**config.mk**
```make
export PLATFORM = sky130hd
export DESIGN_NAME = frame_fifo_ctrl
export DESIGN_NICKNAME = d
export VERILOG_FILES = /design/src/rtl/ffc_pkg.sv /design/src/rtl/ffc_store.sv /design/src/rtl/ffc_ptrs.sv /design/src/rtl/ffc_timer.sv /design/src/rtl/ffc_status.sv /design/src/rtl/frame_fifo_ctrl.sv
export SDC_FILE = /design/constraint.sdc
export NUM_CORES = 1
export LEC_CHECK = 0
export BUFFER_PORTS_ARGS = -buffer_cell sky130_fd_sc_hd__buf_4
export CORE_MARGIN = 1
export CORE_UTILIZATION = 49
export CTS_CLUSTER_SIZE = 16
export DETAILED_ROUTE_END_ITERATION = 10
export GPL_TIMING_DRIVEN = 1
export PLACE_DENSITY = 0.64
export SKIP_CTS_REPAIR_TIMING = 1
export SLEW_MARGIN = 20
export SYNTH_ARGS = -nofsm -noshare
export SYNTH_HDL_FRONTEND = slang
export SYNTH_SLANG_ARGS = --single-unit
```
**constraint.sdc**
```tcl
create_clock -name clk -period 3.5 [get_ports clk]
set_input_delay 0.35 -clock clk [delete_from_list [all_inputs] [get_ports clk]]
set_output_delay 0.35 -clock clk [all_outputs]
set_load 0.01 [all_outputs]
```
**src/rtl/ffc_pkg.sv**
```systemverilog
package ffc_pkg;
    typedef enum logic {SH_IDLE, SH_HOLD} sh_state_t;
    typedef enum logic {TM_IDLE, TM_RUN} tm_state_t;

    localparam int FL_PEND = 0;
    localparam int FL_FERR = 1;
    localparam int FL_RXMK = 2;
    localparam int FL_UDF  = 3;
    localparam int FL_OVF  = 4;
    localparam int FL_TXMK = 5;
    localparam int FL_N    = 6;

    localparam logic [FL_N-1:0] MASK_RST = 6'b101010;
endpackage

```
**src/rtl/ffc_store.sv**
```systemverilog
module ffc_store #(
    parameter int DATA_W = 8,
    parameter int DEPTH  = 16
) (
    input  logic                     clk,
    input  logic                     we,
    input  logic [$clog2(DEPTH)-1:0] waddr,
    input  logic [DATA_W-1:0]        wdata,
    input  logic [$clog2(DEPTH)-1:0] raddr,
    output logic [DATA_W-1:0]        rdata
);
    logic [DATA_W-1:0] mem [DEPTH];

    always_ff @(posedge clk) begin
        if (we) begin
            mem[waddr] <= wdata;
        end
    end

    assign rdata = mem[raddr];
endmodule

```
**src/rtl/ffc_ptrs.sv**
```systemverilog
module ffc_ptrs
    import ffc_pkg::*;
#(
    parameter int DEPTH = 16
) (
    input  logic                   clk,
    input  logic                   rst_n,
    input  logic                   wr_req,
    input  logic                   rd_req,
    input  logic                   eof_mark,
    input  logic                   frame_on,
    input  logic                   shadow_on,
    input  logic                   pkt_done,
    input  logic                   pkt_ok,
    output logic [$clog2(DEPTH):0] wr_ptr,
    output logic [$clog2(DEPTH):0] rd_ptr,
    output logic [$clog2(DEPTH):0] fill,
    output logic [$clog2(DEPTH):0] ready_cnt,
    output logic                   wr_fire,
    output logic                   rd_fire,
    output logic                   ovf_evt,
    output logic                   udf_evt,
    output logic                   ferr_evt
);
    localparam int PW = $clog2(DEPTH) + 1;
    localparam logic [PW-1:0] ONE  = PW'(1);
    localparam logic [PW-1:0] FULL = PW'(DEPTH);

    sh_state_t     sh_q, sh_d;
    logic [PW-1:0] frm_ptr, cand_ptr, wr_nxt, rd_nxt;
    logic          full, rollback, commit, closes;

    assign fill      = wr_ptr - rd_ptr;
    assign ready_cnt = frame_on ? (frm_ptr - rd_ptr) : fill;
    assign full      = (fill == FULL);
    assign rollback  = shadow_on && pkt_done && !pkt_ok;
    assign commit    = shadow_on && pkt_done && pkt_ok && (sh_q == SH_HOLD);
    assign wr_fire   = wr_req && !full && !rollback;
    assign rd_fire   = rd_req && (ready_cnt != '0);
    assign ovf_evt   = wr_req && full;
    assign udf_evt   = rd_req && (ready_cnt == '0);
    assign ferr_evt  = pkt_done && !pkt_ok;
    assign closes    = wr_fire && eof_mark;
    assign wr_nxt    = rollback ? frm_ptr : (wr_fire ? wr_ptr + ONE : wr_ptr);
    assign rd_nxt    = rd_fire ? rd_ptr + ONE : rd_ptr;

    // shadow tracker: state register
    always_ff @(posedge clk) begin
        if (!rst_n) begin
            sh_q <= SH_IDLE;
        end else begin
            sh_q <= sh_d;
        end
    end

    // shadow tracker: next state
    always_comb begin
        sh_d = sh_q;
        unique case (sh_q)
            SH_IDLE: if (shadow_on && closes) sh_d = SH_HOLD;
            SH_HOLD: begin
                if (!shadow_on) begin
                    sh_d = SH_IDLE;
                end else if (pkt_done) begin
                    sh_d = closes ? SH_HOLD : SH_IDLE;
                end
            end
        endcase
    end

    // pointers
    always_ff @(posedge clk) begin
        if (!rst_n) begin
            wr_ptr   <= '0;
            rd_ptr   <= '0;
            frm_ptr  <= '0;
            cand_ptr <= '0;
        end else begin
            wr_ptr <= wr_nxt;
            rd_ptr <= rd_nxt;
            if (!frame_on) begin
                frm_ptr  <= wr_nxt;
                cand_ptr <= wr_nxt;
            end else if (!shadow_on) begin
                if (closes) begin
                    frm_ptr  <= wr_ptr + ONE;
                    cand_ptr <= wr_ptr + ONE;
                end
            end else if (rollback) begin
                cand_ptr <= frm_ptr;
            end else begin
                if (commit) frm_ptr <= cand_ptr;
                if (closes) cand_ptr <= wr_ptr + ONE;
            end
        end
    end

    assert_fill_bound_R10: assert property (@(posedge clk) disable iff (!rst_n)
        fill <= FULL);
    assert_frame_inside_R3: assert property (@(posedge clk) disable iff (!rst_n)
        ready_cnt <= fill);
    assert_shadow_hold_R5: assert property (@(posedge clk) disable iff (!rst_n)
        shadow_on && !(pkt_done && pkt_ok) |=> $stable(frm_ptr));
    assert_rollback_R6: assert property (@(posedge clk) disable iff (!rst_n)
        rollback |=> (wr_ptr == $past(frm_ptr)));
    assert_udf_no_move_R11: assert property (@(posedge clk) disable iff (!rst_n)
        udf_evt |=> $stable(rd_ptr));
endmodule

```
**src/rtl/ffc_timer.sv**
```systemverilog
module ffc_timer
    import ffc_pkg::*;
#(
    parameter int CNT_W = 16
) (
    input  logic             clk,
    input  logic             rst_n,
    input  logic             enable,
    input  logic             access,
    input  logic [CNT_W-1:0] load_val,
    input  logic             frame_avail,
    output logic             fire
);
    tm_state_t        st_q, st_d;
    logic [CNT_W-1:0] cnt_q, cnt_d;

    // state register
    always_ff @(posedge clk) begin
        if (!rst_n) begin
            st_q  <= TM_IDLE;
            cnt_q <= '0;
        end else begin
            st_q  <= st_d;
            cnt_q <= cnt_d;
        end
    end

    // next state
    always_comb begin
        st_d  = st_q;
        cnt_d = cnt_q;
        if (!enable) begin
            st_d = TM_IDLE;
        end else if (access) begin
            st_d  = TM_RUN;
            cnt_d = load_val;
        end else begin
            unique case (st_q)
                TM_IDLE: st_d = TM_IDLE;
                TM_RUN: begin
                    if (cnt_q == '0) st_d = TM_IDLE;
                    else cnt_d = cnt_q - 1'b1;
                end
            endcase
        end
    end

    // output
    always_comb begin
        fire = enable && (st_q == TM_RUN) && (cnt_q == '0) && !access && frame_avail;
    end

    assert_tmr_single_R8: assert property (@(posedge clk) disable iff (!rst_n)
        fire |=> !fire);
endmodule

```
**src/rtl/ffc_status.sv**
```systemverilog
module ffc_status
    import ffc_pkg::*;
(
    input  logic            clk,
    input  logic            rst_n,
    input  logic            ovf_evt,
    input  logic            udf_evt,
    input  logic            ferr_evt,
    input  logic            pend,
    input  logic            rx_mark,
    input  logic            tx_mark,
    input  logic [FL_N-1:0] clr,
    input  logic [FL_N-1:0] mask,
    output logic [FL_N-1:0] flags,
    output logic            irq
);
    logic            ovf_q, udf_q, ferr_q;
    logic [FL_N-1:0] raw;

    always_ff @(posedge clk) begin
        if (!rst_n) begin
            ovf_q  <= 1'b0;
            udf_q  <= 1'b0;
            ferr_q <= 1'b0;
        end else begin
            ovf_q  <= (ovf_q  && !clr[FL_OVF])  || ovf_evt;
            udf_q  <= (udf_q  && !clr[FL_UDF])  || udf_evt;
            ferr_q <= (ferr_q && !clr[FL_FERR]) || ferr_evt;
        end
    end

    always_comb begin
        raw          = '0;
        raw[FL_PEND] = pend;
        raw[FL_FERR] = ferr_q;
        raw[FL_RXMK] = rx_mark;
        raw[FL_UDF]  = udf_q;
        raw[FL_OVF]  = ovf_q;
        raw[FL_TXMK] = tx_mark;
        flags        = raw & ~mask;
        irq          = |flags;
    end

    assert_ovf_sticky_R10: assert property (@(posedge clk) disable iff (!rst_n)
        ovf_q && !clr[FL_OVF] |=> ovf_q);
    assert_udf_sticky_R11: assert property (@(posedge clk) disable iff (!rst_n)
        udf_evt |=> udf_q);
endmodule

```
**src/rtl/frame_fifo_ctrl.sv**
```systemverilog
module frame_fifo_ctrl
    import ffc_pkg::*;
#(
    parameter int DATA_W  = 8,
    parameter int DEPTH   = 16,
    parameter int HI_MARK = 12,
    parameter int LO_MARK = 4,
    parameter int CNT_W   = 16
) (
    input  logic              clk,
    input  logic              rst_n,
    input  logic              cfg_we,
    input  logic              cfg_frame,
    input  logic              cfg_shadow,
    input  logic              cfg_timer,
    input  logic              cfg_eof,
    input  logic [CNT_W-1:0]  cfg_count,
    input  logic [5:0]        cfg_mask,
    input  logic [5:0]        sts_clr,
    input  logic              wr_en,
    input  logic [DATA_W-1:0] wr_data,
    input  logic              rd_en,
    output logic [DATA_W-1:0] rd_data,
    input  logic              pkt_done,
    input  logic              pkt_ok,
    output logic              frame_ready,
    output logic              alarm,
    output logic [5:0]        flags,
    output logic              irq
);
    localparam int AW = $clog2(DEPTH);
    localparam int PW = AW + 1;

    logic             md_frame, md_shadow, md_timer, eof_arm;
    logic [CNT_W-1:0] tmr_load;
    logic [FL_N-1:0]  irq_mask;

    logic [PW-1:0] wr_ptr, rd_ptr, fill, ready_cnt, mark_lvl;
    logic          wr_fire, rd_fire, ovf_evt, udf_evt, ferr_evt;
    logic          shadow_on, timer_on, tmr_fire, have_frame, tx_mark;

    assign shadow_on = md_frame && md_shadow;
    assign timer_on  = md_frame && md_timer;

    // configuration register
    always_ff @(posedge clk) begin
        if (!rst_n) begin
            md_frame  <= 1'b0;
            md_shadow <= 1'b0;
            md_timer  <= 1'b0;
            eof_arm   <= 1'b0;
            tmr_load  <= '0;
            irq_mask  <= MASK_RST;
        end else begin
            if (wr_fire) eof_arm <= 1'b0;
            if (cfg_we) begin
                md_frame  <= cfg_frame;
                md_shadow <= cfg_shadow;
                md_timer  <= cfg_timer;
                eof_arm   <= cfg_eof;
                tmr_load  <= cfg_count;
                irq_mask  <= cfg_mask;
            end
        end
    end

    ffc_store #(.DATA_W(DATA_W), .DEPTH(DEPTH)) u_store (
        .clk   (clk),
        .we    (wr_fire),
        .waddr (wr_ptr[AW-1:0]),
        .wdata (wr_data),
        .raddr (rd_ptr[AW-1:0]),
        .rdata (rd_data)
    );

    ffc_ptrs #(.DEPTH(DEPTH)) u_ptrs (
        .clk       (clk),
        .rst_n     (rst_n),
        .wr_req    (wr_en),
        .rd_req    (rd_en),
        .eof_mark  (eof_arm),
        .frame_on  (md_frame),
        .shadow_on (shadow_on),
        .pkt_done  (pkt_done),
        .pkt_ok    (pkt_ok),
        .wr_ptr    (wr_ptr),
        .rd_ptr    (rd_ptr),
        .fill      (fill),
        .ready_cnt (ready_cnt),
        .wr_fire   (wr_fire),
        .rd_fire   (rd_fire),
        .ovf_evt   (ovf_evt),
        .udf_evt   (udf_evt),
        .ferr_evt  (ferr_evt)
    );

    assign have_frame = (ready_cnt != '0);

    ffc_timer #(.CNT_W(CNT_W)) u_timer (
        .clk         (clk),
        .rst_n       (rst_n),
        .enable      (timer_on),
        .access      (wr_en || rd_en),
        .load_val    (tmr_load),
        .frame_avail (have_frame),
        .fire        (tmr_fire)
    );

    // service request outputs
    always_comb begin
        mark_lvl    = shadow_on ? ready_cnt : fill;
        alarm       = (mark_lvl >= PW'(HI_MARK));
        tx_mark     = (fill <= PW'(LO_MARK));
        frame_ready = timer_on ? tmr_fire : have_frame;
    end

    ffc_status u_status (
        .clk      (clk),
        .rst_n    (rst_n),
        .ovf_evt  (ovf_evt),
        .udf_evt  (udf_evt),
        .ferr_evt (ferr_evt),
        .pend     (frame_ready),
        .rx_mark  (alarm),
        .tx_mark  (tx_mark),
        .clr      (sts_clr),
        .mask     (irq_mask),
        .flags    (flags),
        .irq      (irq)
    );

    assert_eof_once_R4: assert property (@(posedge clk) disable iff (!rst_n)
        wr_fire && !cfg_we |=> !eof_arm);
    assert_rd_only_ready_R3: assert property (@(posedge clk) disable iff (!rst_n)
        rd_fire |-> (ready_cnt != '0));
endmodule

```
==> run_results.csv <==
group,metric,value,unit
outcome,status,"finished clean",
clock_network,cts_sinks,199,
floorplanning,die_x,137,um
sta,setup_tns,0,ps
final_layout,nNetsFinal,800,
synth,yosys.cell_types.count,75,
sta,rsz0062_at_grt,"no",
synth,yosys_warnings,0,
sta,tightest_slew,587,ps
flow_run,drv_cap,0,
setup_path,crit_path_end_kind,"output port",
synth,synth_cells,678,
routing,num_vias,5675,
setup_path,cp.required,3150,ps
placed_design,hpwl,12.9,mm
clock_network,root_buffer,"clkbuf_16",
final_layout,drive_gt1_share,22.7,%
worst_hold_path,hold_path_class,"in2reg",
clock_network,cts_buffers,17,
placed_design,dpl-instance-area,0.00956,mm^2
synth,synth_edf_count,128,
floorplanning,die_h,137,um
synth,syn_area_per_cell,13.1,um^2
setup_path,cp_data_arrival_time,2980,ps
final_layout,fin_area,0.0102,mm^2
clock_network,path_clk_slew,70,ps
sta,period_needed,3330,ps
pwr,pwr_density_cell,672,mW/mm^2
floorplanning,core,0.0175,mm^2
setup_path,start_kind,"flip-flop",
placed_design,place_congestion,0.879,
clock_network,insertion_delay,430,ps
routing,drc,0,
sta,min_period_over_period,95.1,%
pwr,power.total,6.89,mW
global_routing,grt_first_pass_wirelength,29.4,mm
pwr,p_leak,3.63,nW
clock_network,clk_path_buf_depth,2,
synth,ys_ff_latch,199,
pwr,worst_ir_drop_vdd,0.433,mV
global_routing,grt_pass1_vias,5614,
global_routing,antenna_found_initial,0,
global_routing,grt_max_degree,52,
sta,maxSlewViolCount,0,
setup_path,critical_path_class,"reg2out",
routing,ant_nets,0,
floorplanning,dieArea,0.0186,mm^2
final_layout,n_antenna_cell,0,
routing,drt_iter0_markers,337,
routing,via_per_inst,5.82,
synth,netlist_area,0.00887,mm^2
sta,holdWs,136,ps
sta,setup_ws,171,ps
global_routing,grt.total_usage,21.2,%
sta,skew,12.0,ps
setup_path,crit_fanout,10,
clock_network,cts_tree,"done",
sta,max_freq,300,MHz
floorplanning,ios,64,
final_layout,syn2layout_area_growth,15.5,%
floorplanning,initial_utilization,50.8,%
placed_design,post-place-ws,171,ps
routing,firstDrtPassIters,4,
sta,finalSetupViolations,0,
placed_design,io_buffers,60,
synth,async_reset_ff_share,0,%
sta,max_slew_margin,60.9,%
synth,synth_ff_type,"edfxtp_1",
synth,synth_fp_nets,741,
global_routing,grt-ovfl-total,0,
routing,drt-total-wl,18.9,mm
synth,yosysSeqAreaShare,59.3,%
routing,wl_per_cell,19.3,um
clock_network,h-tree-depth,4,
sta,finalHoldViolations,0,
floorplanning,rows,48,
-- critical path, stage by stage (launching register included) --
cell      delay [ps]
dfxtp_1          350
buf_4            140
ha_1             170
inv_1             60
fa_1             400
a21o_1           190
a21oi_2          180
xnor2_2          170
a211oi_4         110
or4_4            530
o211ai_1         110
buf_4            140
-- layout by cell type, fill, tap and decap left out, drive strengths merged, types with 3 or more instances in the layout --
cell type and n:
nand3b 4, nor3b 4, a211oi 4, o21ai 30
mux4 40, or4 5, a41oi 3, nand4 4
xnor2 8, clkbuf 17, o31ai 7, xor2 3
and2 11, ha 14, o22ai 4, dfxtp 71
nor2 67, nor2b 6, a22o 3, nand3 15
clkinv 8, edfxtp 128, nor3 8, mux2i 32
inv 22, buf 74, and3 6, a21oi 37
or3 3, nand2b 6, or2 4, and4 6
o211ai 6, nand2 51, nor4 4
-- layout make-up --
type                       count  area [um^2]
clock buffer                  17          425
fill                        1403         7230
tap                          225          282
clock inverter                15          200
multi-input combinational    427         3440
inverter                      18         67.6
sequential                   199         5270
timing repair buffer          74          568
-- per-layer routing --
layer	global-route usage [%]	part of all wire [%]	vias to the layer above
li1	-	-	2696
met4	6.42	1.2	0
met5	0	0	-
met2	36.8	51	161
met1	26.6	44	2798
met3	4.30	3.9	20
-- path summary, 6_finish.rpt --
check                         from            endpoint  slack (ps)  cells past startpoint
setup / recovery  u_ptrs.rd_ptr[0]                 irq         170                     11
hold / removal         cfg_mask[1]         irq_mask[1]         140                      3
setup reg to reg  u_ptrs.wr_ptr[0]  u_store.mem[10][1]         300                     10
hold reg to reg    u_status.ferr_q     u_status.ferr_q         470                      2
-- kinds of logic (layout without fill, tap and decap cells) --
family,after synthesis,in the layout,synth area share (%)
adders and majority gates,16,16,2.43
buffers and inverters,52,124,2.33
and+or+nand+nor,207,207,11.7
DFF,199,199,59.3
xor gates and xnor gates,11,11,1.09
AOI/OAI and AO/OA,120,120,9.18
muxes,73,73,13.9
-- cell usage after synthesis, types with 2 or more instances --
master,instances,area share [%]
a211oi_1,3,0.25
a21oi_1,36,2.0
and3_1,5,0.35
dfxtp_1,71,16
inv_1,16,0.68
mux2i_1,32,3.6
or3_1,3,0.21
clkbuf_1,24,1.0
or4_1,5,0.42
o22ai_1,3,0.21
and2_1,11,0.78
a22o_1,3,0.30
nor4_1,3,0.21
nor3_1,8,0.45
clkinv_1,2,0.085
buf_2,6,0.34
o31ai_1,7,0.59
nand2b_1,6,0.42
nand4_1,4,0.28
mux4_2,40,10
or2_1,2,0.14
fa_1,2,0.45
nand4b_1,2,0.20
xor2_1,3,0.30
nand3b_1,4,0.34
nand2_1,51,2.2
a41oi_1,3,0.30
nand3_1,15,0.85
nor3b_2,2,0.28
o21ai_0,17,0.96
o22a_1,2,0.20
and4_1,6,0.59
o211ai_1,4,0.34
xnor2_1,8,0.79
nor2b_1,6,0.42
nor3b_1,2,0.17
edfxtp_1,128,43
ha_1,14,2.0
buf_1,3,0.13
nor2_1,67,2.8
o21ai_1,13,0.73
o21a_1,2,0.17
a21o_1,2,0.17
-- metrics by stage --
stage               utilization, %  instances
floorplan                        -        678
global placement              54.7        940
detailed placement            54.7        940
CTS                           58.3        972
global route                  58.6        975
finish                        58.6        975
-- flip-flops by register name, summed over array words and instances, names as in the netlist, named ones only --
register / flops
u_ptrs.rd_ptr: 5
eof_arm: 1
u_store.mem: 128
u_ptrs.sh_q: 1
u_timer.st_q: 1
md_shadow: 1
u_ptrs.frm_ptr: 5
u_ptrs.wr_ptr: 5
u_ptrs.cand_ptr: 5
md_frame: 1
u_status.ferr_q: 1
irq_mask: 6
u_status.ovf_q: 1
tmr_load: 16
u_status.udf_q: 1
md_timer: 1
u_timer.cnt_q: 16
-- power by group --
part / internal [mW] / total (mW) / switching [mW] / leakage (nW)
logic: 1.01 / 2.09 / 1.09 / 1.59
clock network: 1.10 / 2.03 / 0.932 / 0.301
registers: 2.65 / 2.77 / 0.115 / 1.74
No activity file was read; power rests on OpenSTA's default activity.
